File: config.mk
export PLATFORM = sky130hd
export DESIGN_NAME = bpool_alloc
export DESIGN_NICKNAME = d
export VERILOG_FILES = /design/src/rtl/bpool_pkg.sv /design/src/rtl/bpool_cell_array.sv /design/src/rtl/bpool_free_stack.sv /design/src/rtl/bpool_alloc.sv
export SDC_FILE = /design/constraint.sdc
export NUM_CORES = 2
export LEC_CHECK = 0
export BUFFER_PORTS_ARGS = -buffer_cell sky130_fd_sc_hd__buf_2
export CAP_MARGIN = 30
export CELL_PAD_IN_SITES_DETAIL_PLACEMENT = 1
export CELL_PAD_IN_SITES_GLOBAL_PLACEMENT = 1
export CORE_MARGIN = 2
export CORE_UTILIZATION = 30
export CTS_CLUSTER_SIZE = 10
export DETAILED_ROUTE_END_ITERATION = 12
export GPL_ROUTABILITY_DRIVEN = 0
export PLACE_DENSITY = 0.5
export SETUP_SLACK_MARGIN = 0.4
export SYNTH_ARGS = -nofsm -noshare
export SYNTH_HDL_FRONTEND = slang
export SYNTH_HIERARCHICAL = 1
export SYNTH_SLANG_ARGS = --single-unit
export TNS_END_PERCENT = 100
File: constraint.sdc
create_clock -name clk -period 14.1 [get_ports clk]
set_input_delay 1.41 -clock clk [delete_from_list [all_inputs] [get_ports clk]]
set_output_delay 1.41 -clock clk [all_outputs]
set_load 0.05 [all_outputs]
File: src/rtl/bpool_pkg.sv
package bpool_pkg;
  parameter int unsigned BP_BLOCKS = 128;
  parameter int unsigned BP_CELL_W = 8;
endpackage

File: src/rtl/bpool_cell_array.sv
module bpool_cell_array #(
  parameter int unsigned N    = 128,
  parameter int unsigned IW   = 7,
  parameter int unsigned W    = 8,
  parameter logic [W-1:0] INIT = '0
) (
  input  logic          clk,
  input  logic          rst_n,
  input  logic          clr_en,
  input  logic [IW-1:0] clr_idx,
  input  logic          wr_en,
  input  logic [IW-1:0] wr_idx,
  input  logic [W-1:0]  wr_data,
  input  logic [IW-1:0] rd_idx,
  output logic [W-1:0]  rd_data
);
  logic [W-1:0] cells [N];

  for (genvar g = 0; g < N; g++) begin : g_cell
    always_ff @(posedge clk) begin
      if (!rst_n)                             cells[g] <= INIT;
      else if (clr_en && clr_idx == IW'(g))   cells[g] <= INIT;
      else if (wr_en && wr_idx == IW'(g))     cells[g] <= wr_data;
    end
  end

  assign rd_data = cells[rd_idx];

  // a block being handed out comes back to its initial value
  a_r5_clear_wins: assert property (@(posedge clk) disable iff (!rst_n)
    clr_en |=> cells[$past(clr_idx)] == INIT);

  // a plain write lands
  a_r6_write_lands: assert property (@(posedge clk) disable iff (!rst_n)
    (wr_en && !(clr_en && clr_idx == wr_idx)) |=> cells[$past(wr_idx)] == $past(wr_data));
endmodule

File: src/rtl/bpool_free_stack.sv
module bpool_free_stack #(
  parameter int unsigned N  = 128,
  parameter int unsigned IW = 7
) (
  input  logic          clk,
  input  logic          rst_n,
  input  logic          pop,
  input  logic          push,
  input  logic [IW-1:0] push_idx,
  output logic [IW-1:0] top_idx,
  output logic          empty,
  output logic          full
);
  localparam int unsigned CW = $clog2(N + 1);

  logic [IW-1:0] stk [N];
  logic [CW-1:0] depth;

  assign empty   = (depth == '0);
  assign full    = (depth == CW'(N));
  assign top_idx = empty ? '0 : stk[IW'(depth - 1'b1)];

  always_ff @(posedge clk) begin
    if (!rst_n) begin
      depth <= CW'(N);
    end else begin
      unique case ({push, pop})
        2'b10: if (!full) begin
          depth <= depth + 1'b1;
        end
        2'b01: if (!empty) depth <= depth - 1'b1;
        default: ;
      endcase
    end
  end

  for (genvar g = 0; g < N; g++) begin : g_slot
    always_ff @(posedge clk) begin
      if (!rst_n) stk[g] <= IW'(g);
      else if (push && !pop && !full && depth == CW'(g)) stk[g] <= push_idx;
    end
  end

  // a pop on an empty stack leaves it empty
  a_r2_no_underflow: assert property (@(posedge clk) disable iff (!rst_n)
    (pop && !push && empty) |=> empty);
  // a lone push deepens the stack by one
  a_r3_push_depth: assert property (@(posedge clk) disable iff (!rst_n)
    (push && !pop) |=> depth == $past(depth) + 1'b1);
  // push and pop together keep the depth
  a_r4_bypass_depth: assert property (@(posedge clk) disable iff (!rst_n)
    (push && pop) |=> $stable(depth));
  // a lone pop on a non-empty stack shrinks it by one
  a_r1_pop_depth: assert property (@(posedge clk) disable iff (!rst_n)
    (pop && !push && !empty) |=> depth == $past(depth) - 1'b1);
endmodule

File: src/rtl/bpool_alloc.sv
module bpool_alloc
  import bpool_pkg::*;
#(
  parameter int unsigned NUM_BLOCKS = BP_BLOCKS,
  parameter int unsigned CELL_W     = BP_CELL_W,
  localparam int unsigned IDX_W     = $clog2(NUM_BLOCKS),
  localparam int unsigned PTR_W     = IDX_W + 1
) (
  input  logic              clk,
  input  logic              rst_n,
  input  logic              alloc_req,
  output logic              alloc_ok,
  output logic [IDX_W-1:0]  alloc_idx,
  output logic              alloc_fail,
  input  logic              free_req,
  input  logic [IDX_W-1:0]  free_idx,
  input  logic [IDX_W-1:0]  acc_idx,
  output logic [PTR_W-1:0]  acc_next,
  output logic [CELL_W-1:0] acc_byte,
  input  logic              nxt_we,
  input  logic [PTR_W-1:0]  nxt_wdata,
  input  logic              byte_we,
  input  logic [CELL_W-1:0] byte_wdata
);
  localparam logic [PTR_W-1:0]  NULL_PTR  = '1;
  localparam logic [CELL_W-1:0] ZERO_BYTE = '0;

  logic [IDX_W-1:0] stk_top;
  logic             stk_empty;
  logic             stk_full;

  bpool_free_stack #(.N(NUM_BLOCKS), .IW(IDX_W)) u_stack (
    .clk      (clk),
    .rst_n    (rst_n),
    .pop      (alloc_req),
    .push     (free_req),
    .push_idx (free_idx),
    .top_idx  (stk_top),
    .empty    (stk_empty),
    .full     (stk_full)
  );

  assign alloc_ok   = alloc_req && (!stk_empty || free_req);
  assign alloc_fail = alloc_req && stk_empty && !free_req;
  assign alloc_idx  = free_req ? free_idx : stk_top;

  bpool_cell_array #(.N(NUM_BLOCKS), .IW(IDX_W), .W(PTR_W), .INIT(NULL_PTR)) u_next (
    .clk     (clk),
    .rst_n   (rst_n),
    .clr_en  (alloc_ok),
    .clr_idx (alloc_idx),
    .wr_en   (nxt_we),
    .wr_idx  (acc_idx),
    .wr_data (nxt_wdata),
    .rd_idx  (acc_idx),
    .rd_data (acc_next)
  );

  bpool_cell_array #(.N(NUM_BLOCKS), .IW(IDX_W), .W(CELL_W), .INIT(ZERO_BYTE)) u_data (
    .clk     (clk),
    .rst_n   (rst_n),
    .clr_en  (alloc_ok),
    .clr_idx (alloc_idx),
    .wr_en   (byte_we),
    .wr_idx  (acc_idx),
    .wr_data (byte_wdata),
    .rd_idx  (acc_idx),
    .rd_data (acc_byte)
  );

  // a request is either served or refused, never both
  a_r2_serve_or_refuse: assert property (@(posedge clk) disable iff (!rst_n)
    alloc_req |-> (alloc_ok != alloc_fail));
  // caller contract, no lone free into a full stack (double free)
  a_r3_no_overflow: assert property (@(posedge clk) disable iff (!rst_n)
    (free_req && !alloc_req) |-> !stk_full);
  // a same-cycle free feeds the allocate directly
  a_r4_bypass_idx: assert property (@(posedge clk) disable iff (!rst_n)
    (alloc_req && free_req) |-> (alloc_ok && alloc_idx == free_idx));
endmodule

==> results.yml <==
logic_synthesis:
  async_flop_share: 0
  seq_area_frac_synth: 0.6285
  synthAdderAreaFrac: 0.0004440
  synth_most_common_cell: "edfxtp_1"
  ys.warnings.count: 6
  synth_fp_nets: 9465
  synth-simple-area-share: 0.1593
  synth-seq-cells: 2952
  synth_flop_cell: "edfxtp_1"
  synth_top_family_by_area: "simple AND/OR/NAND/NOR gates"
  yosys.area.top_type_share: 0.6274
  synthTopCellsByCount: "edfxtp_1, and2_1, nand2b_1, mux4_2, clkbuf_1"
  postSynthAreaPerCell_um2: 14.95
  netlist_instances: 9424
  synth-edff-count: 2944
  synthTopCellsByArea: "edfxtp_1, mux4_2, and2_1, nand2b_1, clkbuf_1"
  synth_area_leader_cell: "edfxtp_1"
  synth_xor_area_frac: 0.0007902
  synth_area_um2: 140900
  synth.area.mux_share: 0.1480
  synth_compound_area_frac: 0.03539
  yosys.cell_types.count: 64
clocking:
  post_cts_resized: 0
  cts_made_buffers: 356
  cts_max_path_buffers: 4
  ctsHtreeMaxLevel: 5
  worstSkewPairLatency_ns: 1.00
  clkTransAtPathRegs_ns: 0.06
  cts_root_buffer: "clkbuf_16"
  cts_tree: "done"
  postCtsHoldBufs: 0
  cts_setup_buffers: 0
  numClockSinks: 2952
cells_and_area:
  fin_cells: 15820
  nets: 9466
  drive_gt1_frac: 0.2091
  synthToLayoutAreaGrowth_pct: 13.38
timing:
  worstMarginPinSlew_ns: 1.113
  fmax_ghz: 0.1244
  rsz0062_at_grt: "no"
  drv_slew: 0
  tns_ns: 0
  period_needed_ns: 8.039
  max-slew-margin-rel: 0.2533
  clock_skew_ns: 0.08794
  holdWs_ns: 0.6012
  hold_violations: 0
  setup_viol: 0
  min_period_over_period: 0.5702
place:
  dp.cells: 15230
  io_buffer_count: 60
  hpwl_um: 306000
floorplan:
  rows: 251
  die_width_um: 689.4
  die_h_um: 689.4
  start_util: 0.3013
  ios: 61
  coreArea_um2: 467600
  dieArea_um2: 475200
routing:
  wl_per_cell_um: 30.26
  via_count: 84050
  detail-route-antenna-nets: 0
  first_pass_iters: 5
  routed_wirelength_um: 478700
  vias_per_cell: 5.313
  route.detailed.drc: 0
  drt_iter0_markers: 7229
grt:
  grt_max_degree: 127
  grt_remaining_overflow: 0
  grt_pass1_wl_um: 685200
  grt_pass1_vias: 89110
  antenna_found_initial: 27
  track_usage: 0.1988
setup_path:
  crit_top_cell: "buf_4"
  crit_chain: "buf_12 > buf_4 > buf_4 > mux4_2 > mux2i_1 > a32oi_1 > o211ai_1 > a22oi_1 > and3_1 > mux2_4 > buf_2"
  cpPeakStageDelay_ns: 0.75
  critPathMaxFanout: 82
  end_kind: "output pin"
  slowest_stage: "dfxtp_4"
  crit_type: "reg2out"
  critPathBufInv: 4
  crit_path_start_kind: "register"
  cp_top_family: "buffers and inverters"
  cp.arrival_ns: 6.63
  cp.required_ns: 12.69
pwr:
  powerDensity_nw_per_um2: 133.9
  ir_worst_vdd_v: 0.0001030
  leakage_uw: 0.04704
flow_run:
  cap_violations: 0
worst_hold_path:
  worstHoldPathType: "reg2reg"
status:
  status: "completed"
-- flip-flops by register name, summed over array words and instances (netlist names) --
name	count
u_data/cells	1024
u_next/cells	1024
u_stack/depth	8
u_stack/stk	896
-- per-stage QoR --
| stage | power (uW) | utilization | setup WS, ns | area [um^2] |
|---|---|---|---|---|
| after CTS | 21680 | 0.3410 | 5.908 | 159400 |
| after global placement | 13110 | 0.3160 | 6.238 | 147800 |
| after floorplan | 11810 | - | 8.073 | 140900 |
| after global routing | 22110 | 0.3416 | 5.765 | 159700 |
| after detailed placement | 13170 | 0.3193 | 6.228 | 149300 |
| final | 21400 | 0.3417 | 6.061 | 159800 |
-- cells by family after synthesis --
logic type / count (synthesis)
AND/OR/NAND/NOR: 3838
flip-flops: 2952
AO/OA/AOI/OAI: 700
buffers and inverters: 968
adder cells (fa/ha/maj): 5
multiplexers: 950
XOR/XNOR: 11
-- placed cells by master (no fill, tap or decap), types with 208 or more instances in the layout --
cell type	instances
nand2_1	466
edfxtp_1	2944
mux4_2	902
and2_1	1200
and3_1	305
buf_4	425
nand2b_1	1040
o211ai_1	208
a211oi_1	226
clkbuf_16	360
or3_1	450
-- tightest hold or removal path: cells and delay by family, from the launching register on --
| kind | cells | cell delay, ns |
|---|---|---|
| flops | 1 | 0.35 |
| compound gates | 2 | 0.20 |
-- final cells by class --
class / count / area (um^2)
Antenna cell: 17 / 42.54
Clock buffer: 456 / 9379
Clock inverter: 82 / 745.7
Fill cell: 47690 / 307900
Inverter: 16 / 60.06
Multi-Input combinational cell: 5504 / 48700
Sequential cell: 2952 / 88570
Tap cell: 6198 / 7755
Timing Repair Buffer: 595 / 4521
-- power breakdown --
part / total [uW] / leakage, uW / internal (uW) / switching [uW]
Clock: 8430 / 0.00491 / 4740 / 3690
Sequential: 9930 / 0.0256 / 9850 / 80.2
Combinational: 3030 / 0.0166 / 867 / 2160
-- layer usage --
metal,share of wire,track usage,wire [um]
met1,0.44,0.2711,210000
met2,0.49,0.3337,233000
met3,0.051,0.03039,24500
met4,0.023,0.04632,11130
met5,0,0,0
-- path summary, 6_finish.rpt --
| check | slack (ns) | startpoint | cells after the start | endpoint |
|---|---|---|---|---|
| setup / recovery | 6.06 | u_stack/depth[0] | 11 | alloc_idx[4] |
| hold / removal | 0.60 | u_stack/depth[7] | 2 | u_stack/depth[7] |
| setup reg to reg | 6.46 | u_stack/depth[0] | 13 | u_data/cells[15][0] |
| hold reg to reg | 0.60 | u_stack/depth[7] | 2 | u_stack/depth[7] |
Note: power is estimated with default switching activity, not from simulation.
